### config.mk
export PLATFORM = sky130hd
export DESIGN_NAME = msix_cap_ctrl
export DESIGN_NICKNAME = d
export VERILOG_FILES = /design/src/rtl/msix_cap_pkg.sv /design/src/rtl/msix_cap_regs.sv /design/src/rtl/msix_cap_sweep.sv /design/src/rtl/msix_cap_ctrl.sv
export SDC_FILE = /design/constraint.sdc
export NUM_CORES = 1
export LEC_CHECK = 0
export ABC_AREA = 1
export BUFFER_PORTS_ARGS = -buffer_cell sky130_fd_sc_hd__buf_2
export CAP_MARGIN = 20
export CORE_ASPECT_RATIO = 0.5
export CORE_MARGIN = 3
export CORE_UTILIZATION = 34
export DETAILED_ROUTE_END_ITERATION = 8
export PLACE_DENSITY = 0.86
export SLEW_MARGIN = 20
export SYNTH_ARGS = -nofsm -noshare
export SYNTH_HDL_FRONTEND = slang
export SYNTH_HIERARCHICAL = 1
export SYNTH_SLANG_ARGS = --single-unit
### constraint.sdc
create_clock -name clk -period 2 [get_ports clk]
set_input_delay 0.3 -clock clk [delete_from_list [all_inputs] [get_ports clk]]
set_output_delay 0.3 -clock clk [all_outputs]
set_load 0.1 [all_outputs]
### src/rtl/msix_cap_pkg.sv
package msix_cap_pkg;

  localparam logic [31:0] PAGE_BYTES = 32'h0000_1000;
  localparam logic [31:0] PEND_SPLIT = 32'h0000_0800;
  localparam logic [31:0] SIZE_LIMIT = 32'h8000_0000;

  // Dword indices inside the capability
  localparam logic [1:0] DW_CTRL = 2'd0;
  localparam logic [1:0] DW_TBL  = 2'd1;
  localparam logic [1:0] DW_PBA  = 2'd2;

  // Bit positions inside dword 0
  localparam int EN_BIT    = 31;
  localparam int FMASK_BIT = 30;
  localparam int CTRL_LANE = 3;

  // Base the table sits on: a sub-page region is rounded up to a page
  function automatic logic [31:0] table_base(input logic [31:0] orig);
    if (orig != 32'd0 && orig < PAGE_BYTES) return PAGE_BYTES;
    return orig;
  endfunction

  // Region size once the interrupt page is added
  function automatic logic [32:0] grown_size(input logic [31:0] orig);
    if (orig == 32'd0) return {1'b0, PAGE_BYTES};
    return {table_base(orig), 1'b0};
  endfunction

  function automatic logic [31:0] table_locator(input logic [31:0] orig,
                                                input logic [2:0] bir);
    return table_base(orig) | {29'd0, bir};
  endfunction

  function automatic logic [31:0] pend_locator(input logic [31:0] orig,
                                               input logic [2:0] bir);
    return (table_base(orig) + PEND_SPLIT) | {29'd0, bir};
  endfunction

endpackage

### src/rtl/msix_cap_regs.sv
module msix_cap_regs
  import msix_cap_pkg::*;
#(
  parameter int unsigned NUM_VEC  = 8,
  parameter logic [31:0] BAR_SIZE = 32'h0000_0300,
  parameter int unsigned BAR_IDX  = 0
) (
  input  logic        clk,
  input  logic        rst_n,
  input  logic        cfg_wr_i,
  input  logic [1:0]  cfg_addr_i,
  input  logic [3:0]  cfg_be_i,
  input  logic [31:0] cfg_wdata_i,
  output logic [31:0] cfg_rdata_o,
  output logic        en_o,
  output logic        fmask_o,
  output logic        ctrl_hit_o,
  output logic        sweep_start_o,
  output logic        sweep_stop_o,
  output logic        intx_o
);

  localparam logic [2:0]  BIR     = 3'(BAR_IDX);
  localparam logic [10:0] QSIZE   = 11'(NUM_VEC - 1);
  localparam logic [31:0] TBL_VAL = table_locator(BAR_SIZE, BIR);
  localparam logic [31:0] PBA_VAL = pend_locator(BAR_SIZE, BIR);

  logic en_q, fm_q, intx_q;
  logic wr_en_bit, wr_fm_bit;

  assign ctrl_hit_o    = cfg_wr_i && (cfg_addr_i == DW_CTRL) && cfg_be_i[CTRL_LANE];
  assign wr_en_bit     = cfg_wdata_i[EN_BIT];
  assign wr_fm_bit     = cfg_wdata_i[FMASK_BIT];
  assign sweep_start_o = ctrl_hit_o && wr_en_bit && !wr_fm_bit;
  assign sweep_stop_o  = ctrl_hit_o && !sweep_start_o;

  always_ff @(posedge clk) begin
    if (!rst_n) begin
      en_q   <= 1'b0;
      fm_q   <= 1'b0;
      intx_q <= 1'b0;
    end else begin
      intx_q <= ctrl_hit_o && wr_en_bit;
      if (ctrl_hit_o) begin
        en_q <= wr_en_bit;
        fm_q <= wr_fm_bit;
      end
    end
  end

  always_comb begin
    unique case (cfg_addr_i)
      DW_CTRL: cfg_rdata_o = {en_q, fm_q, 3'b000, QSIZE, 16'h0000};
      DW_TBL:  cfg_rdata_o = TBL_VAL;
      DW_PBA:  cfg_rdata_o = PBA_VAL;
      default: cfg_rdata_o = 32'h0000_0000;
    endcase
  end

  assign en_o    = en_q;
  assign fmask_o = fm_q;
  assign intx_o  = intx_q;

  AST_CTRL_HELD: assert property (@(posedge clk) disable iff (!rst_n)
    (cfg_wr_i && !ctrl_hit_o) |=> ($stable(en_q) && $stable(fm_q))) else $error("control bits moved");
  AST_INTX_ONE: assert property (@(posedge clk) disable iff (!rst_n)
    (intx_q && !$past(ctrl_hit_o, 1)) |-> 1'b0 || $past(ctrl_hit_o)) else $error("stray intx");
  AST_INTX_EN: assert property (@(posedge clk) disable iff (!rst_n)
    intx_q |-> en_q) else $error("intx while disabled");

endmodule

### src/rtl/msix_cap_sweep.sv
module msix_cap_sweep #(
  parameter int unsigned NUM_VEC = 8,
  localparam int unsigned VW = (NUM_VEC > 1) ? $clog2(NUM_VEC) : 1
) (
  input  logic               clk,
  input  logic               rst_n,
  input  logic               start_i,
  input  logic               stop_i,
  input  logic [NUM_VEC-1:0] pend_i,
  input  logic [NUM_VEC-1:0] vmask_i,
  output logic               busy_o,
  output logic [VW-1:0]      idx_o,
  output logic               fire_o
);

  localparam logic [VW-1:0] LAST = VW'(NUM_VEC - 1);

  logic          busy_q;
  logic [VW-1:0] idx_q;
  logic          at_last;

  assign at_last = (idx_q == LAST);

  always_ff @(posedge clk) begin
    if (!rst_n) begin
      busy_q <= 1'b0;
      idx_q  <= '0;
    end else if (start_i) begin
      busy_q <= 1'b1;
      idx_q  <= '0;
    end else if (stop_i) begin
      busy_q <= 1'b0;
      idx_q  <= '0;
    end else if (busy_q) begin
      if (at_last) begin
        busy_q <= 1'b0;
        idx_q  <= '0;
      end else begin
        idx_q <= idx_q + 1'b1;
      end
    end
  end

  assign busy_o = busy_q;
  assign idx_o  = idx_q;
  assign fire_o = busy_q && pend_i[idx_q] && !vmask_i[idx_q];

  AST_IDX_RANGE: assert property (@(posedge clk) disable iff (!rst_n)
    busy_q |-> (idx_q <= LAST)) else $error("index past end");
  AST_IDX_STEP: assert property (@(posedge clk) disable iff (!rst_n)
    (busy_q && !start_i && !stop_i && !at_last) |=> (busy_q && idx_q == VW'($past(idx_q) + 1'b1))) else $error("index skipped");
  AST_RESTART: assert property (@(posedge clk) disable iff (!rst_n)
    start_i |=> (busy_q && idx_q == '0)) else $error("no restart");
  AST_STOP: assert property (@(posedge clk) disable iff (!rst_n)
    stop_i |=> !busy_q) else $error("sweep not stopped");

endmodule

### src/rtl/msix_cap_ctrl.sv
module msix_cap_ctrl
  import msix_cap_pkg::*;
#(
  parameter int unsigned NUM_VEC  = 8,
  parameter logic [31:0] BAR_SIZE = 32'h0000_0300,
  parameter int unsigned BAR_IDX  = 0,
  localparam int unsigned VW = (NUM_VEC > 1) ? $clog2(NUM_VEC) : 1
) (
  input  logic               clk,
  input  logic               rst_n,
  input  logic               cfg_wr_i,
  input  logic [1:0]         cfg_addr_i,
  input  logic [3:0]         cfg_be_i,
  input  logic [31:0]        cfg_wdata_i,
  output logic [31:0]        cfg_rdata_o,
  input  logic [NUM_VEC-1:0] vec_pend_i,
  input  logic [NUM_VEC-1:0] vec_mask_i,
  output logic [32:0]        bar_size_o,
  output logic               msix_en_o,
  output logic               func_mask_o,
  output logic               intx_deassert_o,
  output logic               scan_busy_o,
  output logic               fire_o,
  output logic [VW-1:0]      fire_vec_o
);

  if (NUM_VEC < 1 || NUM_VEC > 32) begin : g_bad_count
    $error("NUM_VEC must lie in 1..32");
  end
  if (BAR_SIZE > SIZE_LIMIT) begin : g_bad_size
    $error("BAR_SIZE above the 2 GB limit");
  end
  if (BAR_IDX > 5) begin : g_bad_idx
    $error("BAR_IDX above 5");
  end

  // Events between the register file and the sweep, named for the checks
  logic ctrl_hit, sweep_start, sweep_stop;
  logic en_w, fm_w, sweep_fire;

  assign bar_size_o = grown_size(BAR_SIZE);

  msix_cap_regs #(
    .NUM_VEC (NUM_VEC),
    .BAR_SIZE(BAR_SIZE),
    .BAR_IDX (BAR_IDX)
  ) u_regs (
    .clk          (clk),
    .rst_n        (rst_n),
    .cfg_wr_i     (cfg_wr_i),
    .cfg_addr_i   (cfg_addr_i),
    .cfg_be_i     (cfg_be_i),
    .cfg_wdata_i  (cfg_wdata_i),
    .cfg_rdata_o  (cfg_rdata_o),
    .en_o         (en_w),
    .fmask_o      (fm_w),
    .ctrl_hit_o   (ctrl_hit),
    .sweep_start_o(sweep_start),
    .sweep_stop_o (sweep_stop),
    .intx_o       (intx_deassert_o)
  );

  msix_cap_sweep #(
    .NUM_VEC(NUM_VEC)
  ) u_sweep (
    .clk    (clk),
    .rst_n  (rst_n),
    .start_i(sweep_start),
    .stop_i (sweep_stop),
    .pend_i (vec_pend_i),
    .vmask_i(vec_mask_i),
    .busy_o (scan_busy_o),
    .idx_o  (fire_vec_o),
    .fire_o (sweep_fire)
  );

  assign msix_en_o   = en_w;
  assign func_mask_o = fm_w;
  assign fire_o      = sweep_fire && en_w && !fm_w;

  AST_FIRE_ENABLED: assert property (@(posedge clk) disable iff (!rst_n)
    sweep_fire |-> (en_w && !fm_w)) else $error("fire while masked");
  AST_START_WITH_INTX: assert property (@(posedge clk) disable iff (!rst_n)
    sweep_start |=> (intx_deassert_o && scan_busy_o)) else $error("sweep without intx drop");
  AST_MASKED_IDLE: assert property (@(posedge clk) disable iff (!rst_n)
    (ctrl_hit && cfg_wdata_i[FMASK_BIT]) |=> !scan_busy_o) else $error("sweep under mask-all");

endmodule

==> metrics.csv, run 1 <==
stage,metric,value,unit
clock_network,numCtsBuffers,3,
sta,hold_violations,0,
hold_path,hold_path.class,primary input to flop,
grt,use_met2,0.174,
synth,avgSynthCellArea,6.88,µm²
synth,synth_cell_types,21,
sta,timing.final.crit_share,0.920,
finish,syn2layout_area_growth,5.77,%
sta,fin_crit,1.84,ns
placement,dpl.cell_count,214,
pwr,p_per_area,887,mW/mm²
grt,gr-total-overflow,0,
critical_path,critPathMaxStageDelay,0.39,ns
synth,synthesis.area,997,µm²
grt,antenna_found_initial,0,
sta,setup_tns,0,ns
clock_network,post_cts_buffers,0,
route,via_per_inst,3.57,
floorplanning,rows,13,
finish,mostFrequentLayoutCells,"58 x conb_1, 37 x buf_2, 25 x nand2_1",
pwr,p_leak,0.678,nW
critical_path,path_common_cell,nand2_1,
critical_path,critPathRequiredTime,1.70,ns
route,drc,0,
synth,ys_seq_area_frac,0.141,
synth,netlist.area_leader.share,0.452,
sta,setup_viol,0,
floorplanning,ios,130,
finish,antenna_cells,0,
route,drt_wl_total,1.88,mm
route,ant_nets,0,
clock_network,worstSkewPairLatency,0.22,ns
grt,grtUsageMet1,0.0925,
finish,drive_above_1_share,0.298,
clock_network,cts_buffer_depth,2,
grt,grt_usage,0.0910,
synth,ys_seq_elements,7,
floorplanning,initial_core_util,0.369,
critical_path,path_cells,"inv_8, nand2_2, nand2_1, nand3_1, nand3_1, nand2_1, nor2_1, nand2_1, nor2_4, buf_12",
route,via_count,778,
clock_network,h-tree-depth,1,
clock_network,clock_sinks,7,
sta,rsz0062_at_grt,no,
grt,top_usage_layer,met2,
synth,yosysWarnings,6,
job,drv_cap,0,
finish,final_cells,218,
critical_path,cp_max_fo,10,
sta,fin_skew,0.000331,ns
floorplanning,coreArea,0.00270,mm²
floorplanning,fp.dieH,44.3,µm
clock_network,cts_tree,built,
route,wl_per_cell,8.63,µm
clock_network,cts_root_buf,clkbuf_8,
critical_path,arrival,1.54,ns
finish,mostFrequentLayoutCell,conb_1,
critical_path,cpMaxStageDelayCell,dfxtp_4,
synth,yosysTopAreaCell,buf_4,
grt,grt_pass1_vias,619,
clock_network,ctsHoldBuffers,0,
floorplanning,dieArea,0.00366,mm²
floorplanning,die_w,82.6,µm
grt,grtUsageMet3,0.0163,
synth,ys_top_cells_by_area,"buf_4 45%, dfxtp_1 14%, nand2_1 9.4%",
clock_network,clk_pin_slew_worst_paths,0.04,ns
placement,port_buffers,38,
clock_network,cts_resized,0,
finish,final_nets,244,
finish,fill_cells,289,
critical_path,cp-start-kind,flop,
grt,grt_start_max_net_pins,11,
critical_path,path_class,flop to output port,
sta,max_freq,543,MHz
placement,dp_hpwl,1.63,mm
route,first_pass_iters,4,
sta,holdWs,0.342,ns
route,drt_iter0_markers,16,
grt,grt_pass1_wl,2.54,mm
sta,maxSlewViolCount,0,
critical_path,end_kind,output port,
status,outcome,"complete, no violations",
synth,syn_inst,145,
pwr,ir_drop,0.317,mV
placement,gp_congestion,0.754,
area by class of cell:
| cell class | count | area, µm² | share of cell area |
|---|---|---|---|
| inverters | 14 | 60.1 | 0.0569 |
| flip-flops and latches | 7 | 151 | 0.144 |
| clock buffers | 4 | 45.0 | 0.0427 |
| multi-input cells | 118 | 547 | 0.518 |
| well taps | 37 | 46.3 | 0.0439 |
| repair buffers | 38 | 205 | 0.195 |
critical path: cells and delay by family, from the launching register on:
family,cells,cell delay (ns)
and+or+nand+nor,8,0.65
DFF,1,0.39
buffers and inverters,2,0.27
synth_stat cells (all sizes together):
| library cell | instances |
|---|---|
| ha | 5 |
| buf | 61 |
| a21boi | 1 |
| o21ai | 2 |
| or2 | 1 |
| inv | 14 |
| nand2 | 27 |
| a21oi | 6 |
| dfxtp | 7 |
| nor2 | 8 |
| nand4 | 1 |
| conb | 3 |
| nand3 | 7 |
| nand3b | 2 |
kinds of logic (layout without fill, tap and decap cells):
family          Yosys count  count (layout)  share of synthesized area
compound gates            9               9                     0.0477
fa+ha+maj                 5               5                     0.0627
buf+inv                  75              56                      0.523
flops                     7               7                      0.141
other cells               3              58                     0.0113
simple gates             46              46                      0.215
sequential cells by signal, indices dropped and copies added (netlist names):
signal / count
u_sweep/idx_o: 3
u_regs/intx_o: 1
u_regs/en_o: 1
u_sweep/busy_o: 1
u_regs/fmask_o: 1
power by group:
group / leakage, nW / switching (mW) / internal (mW)
sequential: 0.0596 / 0.00310 / 0.140
clock: 0.0228 / 0.0567 / 0.138
combinational: 0.596 / 0.566 / 0.0327
path summary, 6_finish.rpt:
check,cells after the start,from,slack (ns),end
hold / removal,3,rst_n,0.34,u_regs/fmask_o
hold reg to reg,2,u_sweep/busy_o,0.51,u_sweep/idx_o[1]
setup reg to reg,4,u_sweep/idx_o[0],0.77,u_sweep/idx_o[0]
setup / recovery,10,u_sweep/idx_o[0],0.16,fire_o
per-stage QoR:
stage          setup WS [ns]  cell area, µm²  power, mW   util
6_report               0.160            1050      0.935  0.391
5_1_grt               0.0762            1050      0.967  0.391
4_1_cts                0.149            1050      0.938  0.391
3_5_place_dp           0.395            1010      0.741  0.374
3_3_place_gp           0.401            1010      0.738  0.374
2_1_floorplan        -0.0378            1220      0.798      -
layer usage:
layer,vias up,share of wire,wire length [µm]
met1,327,0.35,658
met5,-,0,0
li1,396,-,-
met3,2,0.12,233
met4,0,0.012,23
met2,53,0.51,965
Power figures use the tool's default switching activity.
==> inputs of run 2 (changes only) <==
BUFFER_PORTS_ARGS = -buffer_cell sky130_fd_sc_hd__clkbuf_2   (was -buffer_cell sky130_fd_sc_hd__buf_2)
PLACE_DENSITY = 0.95   (was 0.86)
==> metrics.csv, run 2 (same netlist as run 1, synthesis figures left out) <==
stage,metric,value,unit
finish,postLayoutCoreUtil,0.391,
placement,gp_congestion,0.726,
sta,setup_tns,0,ns
sta,max_freq,548,MHz
route,wl_per_cell,8.35,µm
placement,placed_area,0.00101,mm²
grt,grt_start_max_net_pins,11,
critical_path,path_class,flop to output port,
sta,slew_headroom,0.638,
finish,mostFrequentLayoutCell,conb_1,
clock_network,ctsHoldBuffers,0,
sta,timing.final.crit_share,0.912,
grt,gr-total-overflow,0,
floorplanning,initial_core_util,0.369,
pwr,ir_drop,0.344,mV
clock_network,cts_buffer_depth,2,
critical_path,arrival,1.52,ns
critical_path,cp-start-kind,flop,
critical_path,path_cells,"inv_8, nand2_1, nand2_1, nand3_1, nand2_1, nor2_1, nor2_1, nand2_1, nor2_4, buf_12",
job,drv_cap,0,
floorplanning,dieArea,0.00366,mm²
clock_network,cts_root_buf,clkbuf_8,
pwr,p_per_area,885,mW/mm²
clock_network,cts_tree,built,
route,via_count,783,
clock_network,h-tree-depth,1,
sta,setup_viol,0,
floorplanning,ios,130,
finish,largest_register_ff_count,3,
sta,fin_crit,1.82,ns
route,ant_nets,0,
critical_path,critPathRequiredTime,1.70,ns
route,via_per_inst,3.59,
critical_path,end_kind,output port,
grt,grt_pass1_vias,677,
finish,design_area,0.00105,mm²
critical_path,cpMaxStageDelayCell,dfxtp_4,
finish,syn2layout_area_growth,5.77,%
grt,antenna_found_initial,0,
grt,grt_pass1_wl,2.70,mm
route,drt_iter0_markers,25,
placement,dp_hpwl,1.68,mm
clock_network,post_cts_buffers,0,
status,outcome,"complete, no violations",
sta,fin_skew,0.00111,ns
critical_path,critPathMaxStageDelay,0.38,ns
floorplanning,die_w,82.6,µm
sta,worstMarginPinSlew,0.545,ns
clock_network,worstSkewPairLatency,0.22,ns
route,drt_wl_total,1.82,mm
route,drc,0,
floorplanning,fp.dieH,44.3,µm
route,first_pass_iters,4,
clock_network,clk_pin_slew_worst_paths,0.04,ns
hold_path,hold_path.class,primary input to flop,
floorplanning,rows,13,
finish,drive_above_1_share,0.298,
placement,port_buffers,38,
finish,antenna_cells,0,
floorplanning,coreArea,0.00270,mm²
sta,hold_violations,0,
pwr,power,933,µW
clock_network,clock_sinks,7,
clock_network,cts_resized,0,
sta,rsz0062_at_grt,no,
critical_path,cp_top_family,simple AND/OR/NAND/NOR gates,
pwr,p_leak,0.674,nW
finish,mostFrequentLayoutCells,"58 x conb_1, 37 x clkbuf_2, 25 x nand2_1",
finish,final_nets,244,
sta,maxSlewViolCount,0,
critical_path,path_buf_inv,2,
clock_network,numCtsBuffers,3,
critical_path,path_common_cell,nand2_1,
critical_path,cp_max_fo,10,
grt,grt_usage,0.0942,
[run 2: changes by cell type in the layout (fill, tap and decap cells not counted)]
cell,change
clkbuf_2,+37
buf_2,-37
[run 2: cell type report]
cell class,count,area [µm²]
Sequential cell,7,151
Clock buffer,4,45.0
Fill cell,277,1650
Timing Repair Buffer,38,205
Multi-Input combinational cell,118,547
Inverter,14,60.1
Tap cell,37,46.3
[run 2: routing by layer]
metal  share of wire  up-vias  track usage
met5               0        -            0
met4               0        0       0.0293
met3           0.098        0       0.0122
met2            0.59       39        0.209
met1            0.31      346       0.0880
li1                -      398            -
[run 2: path summary, 6_finish.rpt]
| kind | slack [ns] | endpoint | start | cells past startpoint |
|---|---|---|---|---|
| setup / recovery | 0.18 | fire_o | u_sweep/idx_o[0] | 10 |
| setup reg to reg | 0.78 | u_sweep/idx_o[0] | u_sweep/idx_o[0] | 4 |
| hold / removal | 0.34 | u_regs/fmask_o | rst_n | 3 |
| hold reg to reg | 0.50 | u_sweep/idx_o[1] | u_sweep/busy_o | 2 |
[run 2: where the power goes]
group | leakage [nW] | internal [mW] | switching, mW
combinational | 0.592 | 0.0326 | 0.566
clock | 0.0228 | 0.137 | 0.0546
sequential | 0.0596 | 0.140 | 0.00300
[run 2: stage by stage]
step                std cells  setup slack (ns)  hold slack (ns)
finish                    218             0.175            0.340
global route              218            0.0330            0.362
CTS                       218             0.145            0.338
detailed placement        214             0.392            0.487
global placement          214             0.428            0.480
floorplan                 200           -0.0378            0.414
[run 2: tightest hold or removal path, delay by kind of cell]
kind                   cells  cell delay [ns]
buffers and inverters      1             0.12
and+or+nand+nor            2             0.10
==> inputs of run 3 (changes only) <==
SETUP_SLACK_MARGIN = 0.4   (was default)
==> metrics.csv, run 3 (same netlist as run 1, synthesis figures left out) <==
stage,metric,value,unit
status,outcome,"complete, no violations",
grt,grt_pass1_vias,603,
placement,gp_congestion,0.796,
floorplanning,die_w,82.6,µm
sta,timing.final.crit_share,0.903,
placement,placed_area,0.00106,mm²
grt,grt_usage,0.0875,
finish,drive_above_1_share,0.330,
sta,maxSlewViolCount,0,
finish,largest_register_ff_count,3,
critical_path,cp_max_fo,9,
floorplanning,fp.dieH,44.3,µm
grt,grt_pass1_wl,2.42,mm
finish,antenna_cells,0,
pwr,p_per_area,841,mW/mm²
finish,postLayoutCoreUtil,0.413,
floorplanning,initial_core_util,0.369,
finish,syn2layout_area_growth,11.9,%
clock_network,cts_root_buf,clkbuf_8,
critical_path,arrival,1.51,ns
critical_path,critPathRequiredTime,1.70,ns
grt,grt_start_max_net_pins,10,
route,drc,0,
sta,slew_headroom,0.637,
pwr,p_leak,0.666,nW
critical_path,path_class,flop to output port,
floorplanning,coreArea,0.00270,mm²
critical_path,rrSetupSlack,0.61,ns
route,drt_iter0_markers,8,
job,drv_cap,0,
hold_path,worstHoldStart,rst_n,
sta,fin_skew,0.000336,ns
sta,fin_crit,1.81,ns
finish,design_area,0.00112,mm²
hold_path,hold_depth,3,
clock_network,cts_tree,built,
placement,pre_cts_ws,0.390,ns
grt,antenna_found_initial,0,
critical_path,r2r_end,u_sweep/idx_o[0],
floorplanning,rows,13,
clock_network,cts_buffer_depth,2,
placement,dp_hpwl,1.64,mm
clock_network,ctsHoldBuffers,0,
clock_network,clk_pin_slew_worst_paths,0.04,ns
floorplanning,ios,130,
finish,final_nets,245,
sta,worstMarginPinSlew,0.547,ns
finish,mostFrequentLayoutCell,conb_1,
clock_network,worstSkewPairLatency,0.22,ns
route,ant_nets,0,
route,via_per_inst,3.51,
clock_network,clock_sinks,7,
grt,gr-total-overflow,0,
clock_network,h-tree-depth,1,
clock_network,numCtsBuffers,3,
hold_path,hold_path.class,primary input to flop,
finish,mostFrequentLayoutCells,"58 x conb_1, 35 x clkbuf_2, 25 x nand2_1",
placement,port_buffers,38,
sta,rsz0062_at_grt,yes,
sta,setup_viol,0,
placement,dpl.cell_count,214,
finish,final_cells,219,
route,via_count,768,
sta,max_freq,553,MHz
critical_path,cp-start-kind,flop,
critical_path,end_kind,output port,
critical_path,worstReg2RegStart,u_sweep/idx_o[0],
route,wl_per_cell,8.47,µm
floorplanning,dieArea,0.00366,mm²
hold_path,min_to,u_regs/fmask_o,
sta,setup_ws,0.193,ns
route,first_pass_iters,4,
critical_path,r2r_cells,5,
route,drt_wl_total,1.86,mm
pwr,ir_drop,0.307,mV
sta,hold_violations,0,
run 3: timing repair:
| item | CTS | global route |
|---|---|---|
| pin swaps | 2 | 2 |
| gates resized for setup | 0 | 1 |
| setup endpoints to repair | 1 | 1 |
| buffers inserted | 1 | 0 |
| gates cloned | 0 | 0 |
run 3: critical path, cell delays in order, from the launching register on:
cell     delay [ns]
dfxtp_4        0.38
inv_8          0.08
nand2_1        0.05
nand2_1        0.05
nand3_1        0.08
nand3_1        0.07
nand2_1        0.06
nor2_2         0.11
nand2_1        0.10
nor2_4         0.12
buf_12         0.18
run 3: layout make-up:
cell class              instances  area (µm²)
repair buffers                 39         243
multi-input cells             118         562
flip-flops and latches          7         153
fillers                       291        1580
well taps                      37        46.3
inverters                      14        67.6
clock buffers                   4        45.0
run 3: where the power goes:
group / internal (mW) / switching [mW]
logic: 0.0347 / 0.567
registers: 0.140 / 0.00317
clock network: 0.137 / 0.0562
run 3: how the worst max path moves through the flow:
stage                     start      to  slack [ns]  cells past startpoint
5_1_grt        u_sweep/idx_o[0]  fire_o        0.06                     10
4_1_cts        u_sweep/idx_o[0]  fire_o        0.14                     10
2_1_floorplan  u_sweep/idx_o[0]  fire_o       -0.01                      9
3_3_place_gp   u_sweep/idx_o[0]  fire_o        0.39                     10
3_5_place_dp   u_sweep/idx_o[0]  fire_o        0.39                     10
6_report       u_sweep/idx_o[0]  fire_o        0.19                     10
run 3: routing by layer:
layer	track usage	wire length, µm	vias to the layer above
met5	0	0	-
met4	0.0391	17	0
met3	0.0224	224	2
met2	0.170	977	44
met1	0.0888	637	324
li1	-	-	398
run 3: metrics by stage:
stage                     total power, mW  hold slack [ns]  TNS [ns]
final                               0.938            0.347         0
after detailed placement            0.744            0.483         0
after CTS                           0.940            0.340         0
after floorplan                     0.802            0.414   -0.0139
after global routing                0.970            0.338         0
after global placement              0.742            0.475         0
